### src/rtl/vapic_pkg.sv
package vapic_pkg;

    localparam int PAGE_BITS = 12;
    localparam int LEN_W     = 3;
    localparam int CODE_W    = 4;
    localparam int QUAL_W    = PAGE_BITS + CODE_W;
    localparam int MAX_LEN   = 4;
    localparam int WIN_LIMIT = 'h400;

    localparam logic [PAGE_BITS-1:0] OFS_ID    = 12'h020;
    localparam logic [PAGE_BITS-1:0] OFS_VER   = 12'h030;
    localparam logic [PAGE_BITS-1:0] OFS_TPR   = 12'h080;
    localparam logic [PAGE_BITS-1:0] OFS_EOI   = 12'h0B0;
    localparam logic [PAGE_BITS-1:0] OFS_LDR   = 12'h0D0;
    localparam logic [PAGE_BITS-1:0] OFS_DFR   = 12'h0E0;
    localparam logic [PAGE_BITS-1:0] OFS_SVR   = 12'h0F0;
    localparam logic [PAGE_BITS-1:0] OFS_BANKS = 12'h100;
    localparam logic [PAGE_BITS-1:0] OFS_BANKE = 12'h270;
    localparam logic [PAGE_BITS-1:0] OFS_ESR   = 12'h280;
    localparam logic [PAGE_BITS-1:0] OFS_ICRL  = 12'h300;
    localparam logic [PAGE_BITS-1:0] OFS_ICRH  = 12'h310;
    localparam logic [PAGE_BITS-1:0] OFS_LVTS  = 12'h320;
    localparam logic [PAGE_BITS-1:0] OFS_TINIT = 12'h380;
    localparam logic [PAGE_BITS-1:0] OFS_TDIV  = 12'h3E0;

    typedef enum logic [CODE_W-1:0] {
        KIND_LIN_RD = 4'h0,
        KIND_LIN_WR = 4'h1,
        KIND_EVENT  = 4'h3
    } acc_kind_e;

    typedef struct packed {
        logic [PAGE_BITS-1:0] off;
        logic [LEN_W-1:0]     len;
        logic                 wr;
        logic                 evt;
    } access_t;

    typedef struct packed {
        logic ok;
        logic tpr;
        logic eoi;
        logic regw;
    } verdict_t;

    // word-aligned key: the two low offset bits do not select a register
    function automatic logic [PAGE_BITS-1:0] reg_key(input logic [PAGE_BITS-1:0] off);
        return {off[PAGE_BITS-1:2], 2'b00};
    endfunction

    // key sits on a 16-byte register slot between lo and hi
    function automatic logic in_slots(input logic [PAGE_BITS-1:0] k,
                                      input logic [PAGE_BITS-1:0] lo,
                                      input logic [PAGE_BITS-1:0] hi);
        return (k[3:0] == 4'h0) && (k >= lo) && (k <= hi);
    endfunction

    function automatic acc_kind_e kind_of(input access_t a);
        if (a.evt)     return KIND_EVENT;
        else if (a.wr) return KIND_LIN_WR;
        else           return KIND_LIN_RD;
    endfunction

endpackage

### src/rtl/vapic_gate.sv
// Checks shared by reads and writes: size, word crossing, window,
// shadow enable and the outstanding-trap offset lock.
module vapic_gate
    import vapic_pkg::*;
(
    input  access_t              acc,
    input  logic                 en_tpr_shadow,
    input  logic                 lock_active,
    input  logic [PAGE_BITS-1:0] lock_off,
    output logic                 must_exit
);
    localparam int SUM_W = PAGE_BITS + 1;

    logic [SUM_W-1:0] last_byte;
    logic             bad_len;
    logic             crosses;
    logic             off_window;
    logic             lock_miss;

    always_comb begin
        last_byte  = SUM_W'(acc.off) + SUM_W'(acc.len) - SUM_W'(1);
        bad_len    = (acc.len == '0) || (int'(acc.len) > MAX_LEN);
        crosses    = (last_byte[SUM_W-1:2] != {1'b0, acc.off[PAGE_BITS-1:2]});
        off_window = (int'(acc.off) >= WIN_LIMIT);
        lock_miss  = lock_active && (acc.off != lock_off);
        must_exit  = bad_len || crosses || off_window || !en_tpr_shadow || lock_miss;
    end
endmodule

### src/rtl/vapic_rd_check.sv
// Read allow decision.
module vapic_rd_check
    import vapic_pkg::*;
(
    input  logic [PAGE_BITS-1:0] off,
    input  logic                 en_reg_virt,
    output logic                 rd_ok
);
    logic [PAGE_BITS-1:0] k;
    logic                 listed;

    always_comb begin
        k = reg_key(off);
        unique case (k)
            OFS_ID, OFS_VER, OFS_TPR, OFS_EOI, OFS_LDR, OFS_DFR,
            OFS_SVR, OFS_ESR, OFS_TDIV: listed = 1'b1;
            default: listed = in_slots(k, OFS_BANKS, OFS_BANKE) ||
                              in_slots(k, OFS_ICRL, OFS_TINIT);
        endcase
        if (!en_reg_virt) rd_ok = (off == OFS_TPR);
        else              rd_ok = listed;
    end
endmodule

### src/rtl/vapic_wr_check.sv
// Write allow decision and trap selection.
module vapic_wr_check
    import vapic_pkg::*;
(
    input  logic [PAGE_BITS-1:0] off,
    input  logic                 en_reg_virt,
    input  logic                 en_vint_dlv,
    output verdict_t             vd
);
    logic [PAGE_BITS-1:0] k;
    logic                 grp_virt;
    logic                 grp_either;

    always_comb begin
        k          = reg_key(off);
        grp_either = (k == OFS_EOI) || (k == OFS_ICRL);
        unique case (k)
            OFS_ID, OFS_TPR, OFS_LDR, OFS_DFR, OFS_SVR,
            OFS_ESR, OFS_ICRH, OFS_TDIV: grp_virt = 1'b1;
            default: grp_virt = in_slots(k, OFS_LVTS, OFS_TINIT);
        endcase

        vd = '0;
        if (off == OFS_TPR) begin
            vd.ok  = 1'b1;
            vd.tpr = 1'b1;
        end else begin
            if (grp_either)    vd.ok = en_vint_dlv || en_reg_virt;
            else if (grp_virt) vd.ok = en_reg_virt;
            vd.regw = vd.ok;
            vd.eoi  = vd.ok && en_vint_dlv && (off == OFS_EOI);
        end
    end
endmodule

### src/rtl/vapic_filter.sv
module vapic_filter
    import vapic_pkg::*;
#(
    parameter int ADDR_W = 32
) (
    input  logic                        clk,
    input  logic                        rst,
    input  logic                        acc_valid,
    input  logic [PAGE_BITS-1:0]        acc_offset,
    input  logic [LEN_W-1:0]            acc_len,
    input  logic                        acc_write,
    input  logic                        acc_in_event,
    input  logic                        en_tpr_shadow,
    input  logic                        en_reg_virt,
    input  logic                        en_vint_dlv,
    input  logic [ADDR_W-PAGE_BITS-1:0] vpage_frame,
    input  logic                        trap_ack,
    output logic                        remap_valid,
    output logic [ADDR_W-1:0]           remap_addr,
    output logic                        exit_valid,
    output logic [QUAL_W-1:0]           exit_qual,
    output logic                        tpr_trap,
    output logic                        eoi_trap,
    output logic                        regw_trap
);
    localparam int FRAME_W = ADDR_W - PAGE_BITS;

    access_t              acc;
    logic                 gate_exit;
    logic                 rd_ok;
    verdict_t             wr_vd;
    verdict_t             final_vd;
    logic                 accept;
    logic                 any_trap;
    logic                 lock_active;
    logic [PAGE_BITS-1:0] lock_off;

    assign acc = '{off: acc_offset, len: acc_len, wr: acc_write, evt: acc_in_event};

    vapic_gate u_gate (
        .acc          (acc),
        .en_tpr_shadow(en_tpr_shadow),
        .lock_active  (lock_active),
        .lock_off     (lock_off),
        .must_exit    (gate_exit)
    );

    vapic_rd_check u_rd (
        .off        (acc.off),
        .en_reg_virt(en_reg_virt),
        .rd_ok      (rd_ok)
    );

    vapic_wr_check u_wr (
        .off        (acc.off),
        .en_reg_virt(en_reg_virt),
        .en_vint_dlv(en_vint_dlv),
        .vd         (wr_vd)
    );

    always_comb begin
        final_vd = '0;
        if (!gate_exit) begin
            if (acc.wr) final_vd = wr_vd;
            else        final_vd.ok = rd_ok;
        end
        accept   = acc_valid && final_vd.ok;
        any_trap = final_vd.tpr || final_vd.eoi || final_vd.regw;
    end

    always_ff @(posedge clk) begin
        if (rst) begin
            remap_valid <= 1'b0;
            remap_addr  <= '0;
            exit_valid  <= 1'b0;
            exit_qual   <= '0;
            tpr_trap    <= 1'b0;
            eoi_trap    <= 1'b0;
            regw_trap   <= 1'b0;
            lock_active <= 1'b0;
            lock_off    <= '0;
        end else begin
            remap_valid <= accept;
            exit_valid  <= acc_valid && !final_vd.ok;
            tpr_trap    <= accept && final_vd.tpr;
            eoi_trap    <= accept && final_vd.eoi;
            regw_trap   <= accept && final_vd.regw;
            if (acc_valid) begin
                remap_addr <= {FRAME_W'(vpage_frame), acc.off};
                exit_qual  <= {kind_of(acc), acc.off};
            end
            if (accept) lock_off <= acc.off;
            if (accept && any_trap) lock_active <= 1'b1;
            else if (trap_ack)      lock_active <= 1'b0;
        end
    end
endmodule

### config.mk
export PLATFORM = sky130hd
export DESIGN_NAME = vapic_filter
export DESIGN_NICKNAME = d
export VERILOG_FILES = /design/src/rtl/vapic_pkg.sv /design/src/rtl/vapic_gate.sv /design/src/rtl/vapic_rd_check.sv /design/src/rtl/vapic_wr_check.sv /design/src/rtl/vapic_filter.sv
export SDC_FILE = /design/constraint.sdc
export NUM_CORES = 1
export LEC_CHECK = 0
export ABC_AREA = 1
export BUFFER_PORTS_ARGS = -buffer_cell sky130_fd_sc_hd__buf_2
export CAP_MARGIN = 20
export CORE_MARGIN = 4
export CORE_UTILIZATION = 45
export DETAILED_ROUTE_END_ITERATION = 8
export GPL_TIMING_DRIVEN = 0
export PLACE_DENSITY = 0.78
export SLEW_MARGIN = 40
export SYNTH_ARGS = -nofsm -noshare
export SYNTH_HDL_FRONTEND = slang
export SYNTH_SLANG_ARGS = --single-unit
export TNS_END_PERCENT = 1
### constraint.sdc
create_clock -name clk -period 2.55 [get_ports clk]
set_clock_uncertainty 0.2 [all_clocks]
set_input_delay 0.1275 -clock clk [delete_from_list [all_inputs] [get_ports clk]]
set_output_delay 0.1275 -clock clk [all_outputs]
set_load 0.02 [all_outputs]
==> results.sh, run 1 <==
export IMPL_fin_ws_ns=0.0268
export IMPL_min_period_over_period_pct=99.0
export IMPL_overflow=0
export IMPL_hold_class="input port to flop"
export IMPL_viasPerCell=5.02
export IMPL_startpoint_type="input port"
export IMPL_tns_ns=0
export IMPL_critPathRequiredTime_ns=2.56
export IMPL_grt_pass1_vias=3854
export IMPL_cts_hold_buf=30
export IMPL_timing_rr_end="lock_off[11]$_SDFFE_PP0P_"
export IMPL_synth_area_mm2=0.00369
export IMPL_met3_usage_pct=3.26
export IMPL_drc=0
export IMPL_synth_seq_cells=52
export IMPL_track_usage_pct=22.3
export IMPL_start_util_pct=47.1
export IMPL_min_path_cells=3
export IMPL_slew_viol_final=0
export IMPL_fin_total_pwr_uw=2050
export IMPL_ios=97
export IMPL_fin_crit_ns=2.52
export IMPL_critPathCaptureType="flop"
export IMPL_syn_to_final_growth_pct=31.4
export IMPL_path_delay_family="simple AND/OR/NAND/NOR gates"
export IMPL_ir_worst_vdd_mv=0.293
export IMPL_setup_viol=0
export IMPL_top_usage_layer="met2"
export IMPL_p_per_area_mw_per_mm2=422
export IMPL_initialDrtViolationCount=225
export IMPL_gp_congestion=0.936
export IMPL_leakagePower_uw=0.00254
export IMPL_holdWs_ns=-0.134
export IMPL_insertion_delay_ns=0.31
export IMPL_grtUsageMet1_pct=28.0
export IMPL_crit_path_cell_trace="buf_6 -> inv_4 -> ha_1 -> inv_1 -> fa_2 -> nor2_1 -> nor2_1 -> nand2_1 -> nor2_2 -> nand3_2 -> buf_4 -> nor2_4 -> nand3_2 -> nor2_4 -> nand4_4 -> buf_6 -> nand3_1 -> nand2_1"
export IMPL_grt_pass1_wl_mm=17.9
export IMPL_synthCells=561
export IMPL_status="finished with violations"
export IMPL_layout_common_cells="114 x nand2_1, 91 x buf_2, 89 x nor2_1"
export IMPL_rrSetupSlack_ns=0.33
export IMPL_rows=32
export IMPL_fin_area_mm2=0.00485
export IMPL_use_met2_pct=38.7
export IMPL_clockBufferDepth=2
export IMPL_yosys_warnings=0
export IMPL_die_area_mm2=0.00972
export IMPL_antenna_found_initial=0
export IMPL_clk_pin_slew_worst_paths_ns=0.10
export IMPL_finalHoldViolations=1
export IMPL_ys_seq_area_share_pct=28.2
export IMPL_clock_fmax_ghz=0.396
export IMPL_io_buffer_count=93
export IMPL_root_buffer="clkbuf_8"
export IMPL_crit_path_max_incr_delay_ns=0.57
export IMPL_hold_end="lock_off[0]$_SDFFE_PP0P_"
export IMPL_clock_sinks=52
export IMPL_layout_drive_gt1_share_pct=24.5
export IMPL_routed_wl_mm=11.2
export IMPL_place_ws_ns=-0.514
export IMPL_wl_per_cell_um=13.9
export IMPL_die_w_um=98.6
export IMPL_vias=4041
export IMPL_rsz0062_at_grt="yes"
export IMPL_placed_area_mm2=0.00429
export IMPL_max_cap_violations=0
export IMPL_grt_start_max_net_pins=19
export IMPL_cp_max_fo=5
export IMPL_ant_nets=0
export IMPL_chipHeight_um=98.6
export IMPL_core_mm2=0.00785
export IMPL_cts_tree="yes"
export IMPL_tightest_slew_ns=0.555
export IMPL_hp_start="acc_offset[0]"
export IMPL_htreeDepth=2
export IMPL_critical_path_arrival_ns=2.53
export IMPL_nNetsFinal=775
export IMPL_synth_distinct_cells=35
export IMPL_slew_headroom_pct=63.0
export IMPL_dp_hpwl_mm=8.21
export IMPL_cts_buffers=5
export IMPL_slowest_stage="fa_2"
export IMPL_first_pass_iters=5
export IMPL_crit_type="input port to flop"
export IMPL_syn_avg_cell_area_um2=6.58
export IMPL_reg2reg_depth=15
export IMPL_reg2reg_from="lock_off[0]$_SDFFE_PP0P_"
export IMPL_path_buf_inv=5
export IMPL_violations="hold timing"
export IMPL_final_common_cell="nand2_1"
-- kinds of logic after synthesis --
family	Yosys count	share of synthesized area (%)
buf+inv	110	12.8
fa+ha+maj	30	10.4
compound gates	70	11.1
flops	52	28.2
other cells	1	0.102
simple gates	282	33.6
xor+xnor	16	3.79
-- flip-flops by register name, summed over array words and instances, names as in the netlist --
name and flops:
exit_valid 1, exit_qual 2, regw_trap 1, lock_active 1, lock_off 12, remap_valid 1
tpr_trap 1, eoi_trap 1, remap_addr 32
-- through the flow --
step           std cells  utilization (%)
2_1_floorplan        562                -
3_3_place_gp         757             54.7
3_5_place_dp         757             54.7
4_1_cts              804             61.5
5_1_grt              804             61.8
6_report             805             61.8
-- worst max-delay path by stage --
stage                             start                         to  slack, ns  cells past startpoint
after global placement    acc_offset[2]   lock_off[6]$_SDFFE_PP0P_      -0.41                     19
after detailed placement  acc_offset[2]   lock_off[1]$_SDFFE_PP0P_      -0.51                     19
after CTS                 acc_offset[1]   lock_off[1]$_SDFFE_PP0P_      -0.01                     19
after floorplan           acc_offset[2]        eoi_trap$_SDFF_PP0_       0.13                     18
after global routing      acc_offset[1]  lock_off[11]$_SDFFE_PP0P_      -0.12                     19
final                     acc_offset[2]   lock_off[1]$_SDFFE_PP0P_       0.03                     18
-- repair_timing --
action	CTS	global route
endpoints found under the setup margin	17	18
resized for setup	20	7
pin swaps	22	10
endpoints found under the hold margin	31	1
setup buffers	8	0
gates cloned	1	0
-- Yosys cell counts (all sizes together) --
library cell / number / share of area [%]
nand3: 42 / 6.3
buf: 15 / 3.2
conb: 1 / 0.10
nand2: 127 / 14
ha: 29 / 9.8
inv: 80 / 8.1
o21bai: 1 / 0.20
a21oi: 21 / 3.8
dfxtp: 52 / 28
fa: 1 / 0.54
o211ai: 1 / 0.20
or2: 1 / 0.17
o21ai: 40 / 5.5
xnor2: 9 / 2.1
a211oi: 7 / 1.4
xor2: 7 / 1.7
nor2: 100 / 11
nor3: 1 / 0.14
clkbuf: 12 / 1.2
nand4: 11 / 2.0
clkinv: 3 / 0.30
-- layer usage --
metal	part of all wire [%]	vias to the layer above
li1	-	2014
met1	43	1871
met2	49	135
met3	5.4	21
met4	2.1	0
met5	0	-
-- where the power goes --
group          total (uW)  internal, uW  switching, uW
Combinational         677           256            420
Clock                 498           202            296
Sequential            871           850           21.5
-- area by class of cell --
class                      count  area, um2
clock buffer                   5       68.8
multi-input combinational    400       2250
inverter                      83        318
clock inverter                 3       27.5
fill                         710       2990
antenna                        1       2.50
sequential                    52       1040
timing repair buffer         132        853
tap                          102        128
buffer                        27        161
-- worst min-delay path, cell delays in order --
cell and delay (ns):
buf_2 0.11, nand2_2 0.06, nand2_1 0.05
No activity file was read; power rests on OpenSTA's default activity.
==> inputs of run 2 (changes only) <==
PLACE_DENSITY = 0.76   (was 0.78)
clock period = 2.9 ns   (was 2.55 ns; I/O delays follow)
==> results.sh, run 2 (same netlist as run 1, synthesis figures left out) <==
export IMPL_status="finished clean"
export IMPL_start_util_pct=47.1
export IMPL_fin_crit_ns=2.78
export IMPL_ant_nets=0
export IMPL_viasPerCell=4.94
export IMPL_chipHeight_um=98.6
export IMPL_wl_met3_um=572
export IMPL_grt_pass1_vias=3653
export IMPL_diodes=0
export IMPL_fin_area_mm2=0.00490
export IMPL_core_mm2=0.00785
export IMPL_critical_path_arrival_ns=2.84
export IMPL_p_per_area_mw_per_mm2=401
export IMPL_crit_type="input port to flop"
export IMPL_cts_tree="yes"
export IMPL_startpoint_type="input port"
export IMPL_holdWs_ns=0.0174
export IMPL_n_fill_cell=681
export IMPL_reg2reg_from="lock_off[0]$_SDFFE_PP0P_"
export IMPL_slew_headroom_pct=63.1
export IMPL_drc=0
export IMPL_clock_sinks=52
export IMPL_cp_startpoint="acc_offset[4]"
export IMPL_grt_pass1_wl_mm=16.9
export IMPL_m1WireLength_mm=4.83
export IMPL_ios=97
export IMPL_gp_congestion=0.979
export IMPL_endpoint="eoi_trap$_SDFF_PP0_"
export IMPL_regMostFlops="remap_addr"
export IMPL_leakagePower_uw=0.00256
export IMPL_insertion_delay_ns=0.31
export IMPL_final_common_cell="nand2_1"
export IMPL_track_usage_pct=21.0
export IMPL_reg2reg_depth=15
export IMPL_cts_buffers=5
export IMPL_cp_max_fo=8
export IMPL_critPathCaptureType="flop"
export IMPL_hold_class="input port to flop"
export IMPL_first_pass_iters=7
export IMPL_critPathRequiredTime_ns=2.96
export IMPL_antenna_found_initial=0
export IMPL_setup_viol=0
export IMPL_ir_worst_vdd_mv=0.287
export IMPL_fin_total_pwr_uw=1970
export IMPL_tns_ns=0
export IMPL_finalHoldViolations=0
export IMPL_initialDrtViolationCount=192
export IMPL_root_buffer="clkbuf_8"
export IMPL_syn_to_final_growth_pct=32.8
export IMPL_routed_wl_mm=10.9
export IMPL_placed_area_mm2=0.00429
export IMPL_overflow=0
export IMPL_largest_reg_flops=32
export IMPL_slew_viol_final=0
export IMPL_timing_rr_end="eoi_trap$_SDFF_PP0_"
export IMPL_layout_common_cells="112 x nand2_1, 91 x buf_2, 89 x nor2_1"
export IMPL_clock_fmax_ghz=0.359
export IMPL_max_cap_violations=0
export IMPL_reg_top3="remap_addr x32, lock_off x12, exit_qual x2"
export IMPL_rows=32
export IMPL_clk_pin_slew_worst_paths_ns=0.10
export IMPL_wl_per_cell_um=13.5
export IMPL_vias=3980
export IMPL_htreeDepth=2
export IMPL_rrSetupSlack_ns=0.68
export IMPL_nNetsFinal=776
export IMPL_wl_met2_mm=5.21
export IMPL_min_period_over_period_pct=96.0
export IMPL_tightest_slew_ns=0.554
export IMPL_layout_drive_gt1_share_pct=25.3
export IMPL_die_area_mm2=0.00972
export IMPL_highest_layer="met4"
export IMPL_io_buffer_count=93
export IMPL_grt_start_max_net_pins=18
export IMPL_clockBufferDepth=2
export IMPL_dp_hpwl_mm=8.08
export IMPL_die_w_um=98.6
==> run 2: changes by cell type in the layout (fill, tap and decap cells not counted), sizes merged <==
| cell | before | now |
|---|---|---|
| bufinv | 0 | 2 |
| buf | 117 | 118 |
| clkinv | 4 | 3 |
| diode | 1 | 0 |
| inv | 80 | 79 |
==> run 2: worst min-delay path by stage <==
stage | from | to | slack [ns] | cells past startpoint
global placement | vpage_frame[0] | remap_addr[12]$_SDFFE_PP0P_ | 0.17 | 3
CTS | rst | exit_valid$_SDFF_PP0_ | 0.05 | 4
detailed placement | vpage_frame[17] | remap_addr[29]$_SDFFE_PP0P_ | 0.18 | 3
floorplan | acc_offset[0] | lock_off[0]$_SDFFE_PP0P_ | 0.06 | 2
global route | acc_offset[2] | remap_addr[2]$_SDFFE_PP0P_ | 0.01 | 3
finish | acc_offset[2] | remap_addr[2]$_SDFFE_PP0P_ | 0.02 | 3
==> run 2: final cells by class <==
cell class / instances / area (um2) / share of cell area, %
buffer: 27 / 161 / 3.29
tap: 102 / 128 / 2.60
clock inverter: 3 / 68.8 / 1.40
inverter: 83 / 322 / 6.56
multi-input combinational: 400 / 2260 / 46.1
timing repair buffer: 133 / 853 / 17.4
clock buffer: 5 / 68.8 / 1.40
sequential: 52 / 1040 / 21.2
==> run 2: critical path, stage by stage <==
cell           delay, ns
dlygate4sd3_1       0.55
buf_6               0.12
clkinvlp_4          0.16
ha_4                0.30
inv_2               0.09
nand2_1             0.10
nor2_2              0.12
nand2_2             0.07
nand2_1             0.06
nand2_1             0.05
nand2_2             0.08
nand3_2             0.08
nor2_2              0.15
nand2_2             0.08
nor2_4              0.22
nand2_4             0.10
nor2_8              0.21
nand2_4             0.07
nor2_2              0.07
==> run 2: report_power, final <==
group | switching (uW) | internal, uW | total [uW]
registers | 19.1 | 747 | 766
clock network | 247 | 347 | 595
logic | 372 | 232 | 604
==> run 2: metal layers <==
layer	global-route usage, %	up-vias
met2	34.9	152
met3	3.40	26
met5	0	-
met4	6.72	0
li1	-	2023
met1	27.8	1779
==> run 2: per-stage QoR <==
stage                     worst slack [ns]  instances  util [%]
after floorplan                      0.466        562         -
after global placement             -0.0848        757      54.7
after detailed placement            -0.119        757      54.7
after CTS                           0.0137        795      60.3
after global routing               -0.0539        805      62.5
final                                0.116        805      62.5
==> run 2: timing repair <==
item	4_1_cts	5_1_grt
resized for setup	0	28
buffers inserted	0	10
endpoints found under the setup margin	0	17
hold buffers	30	0
endpoints found under the hold margin	30	0
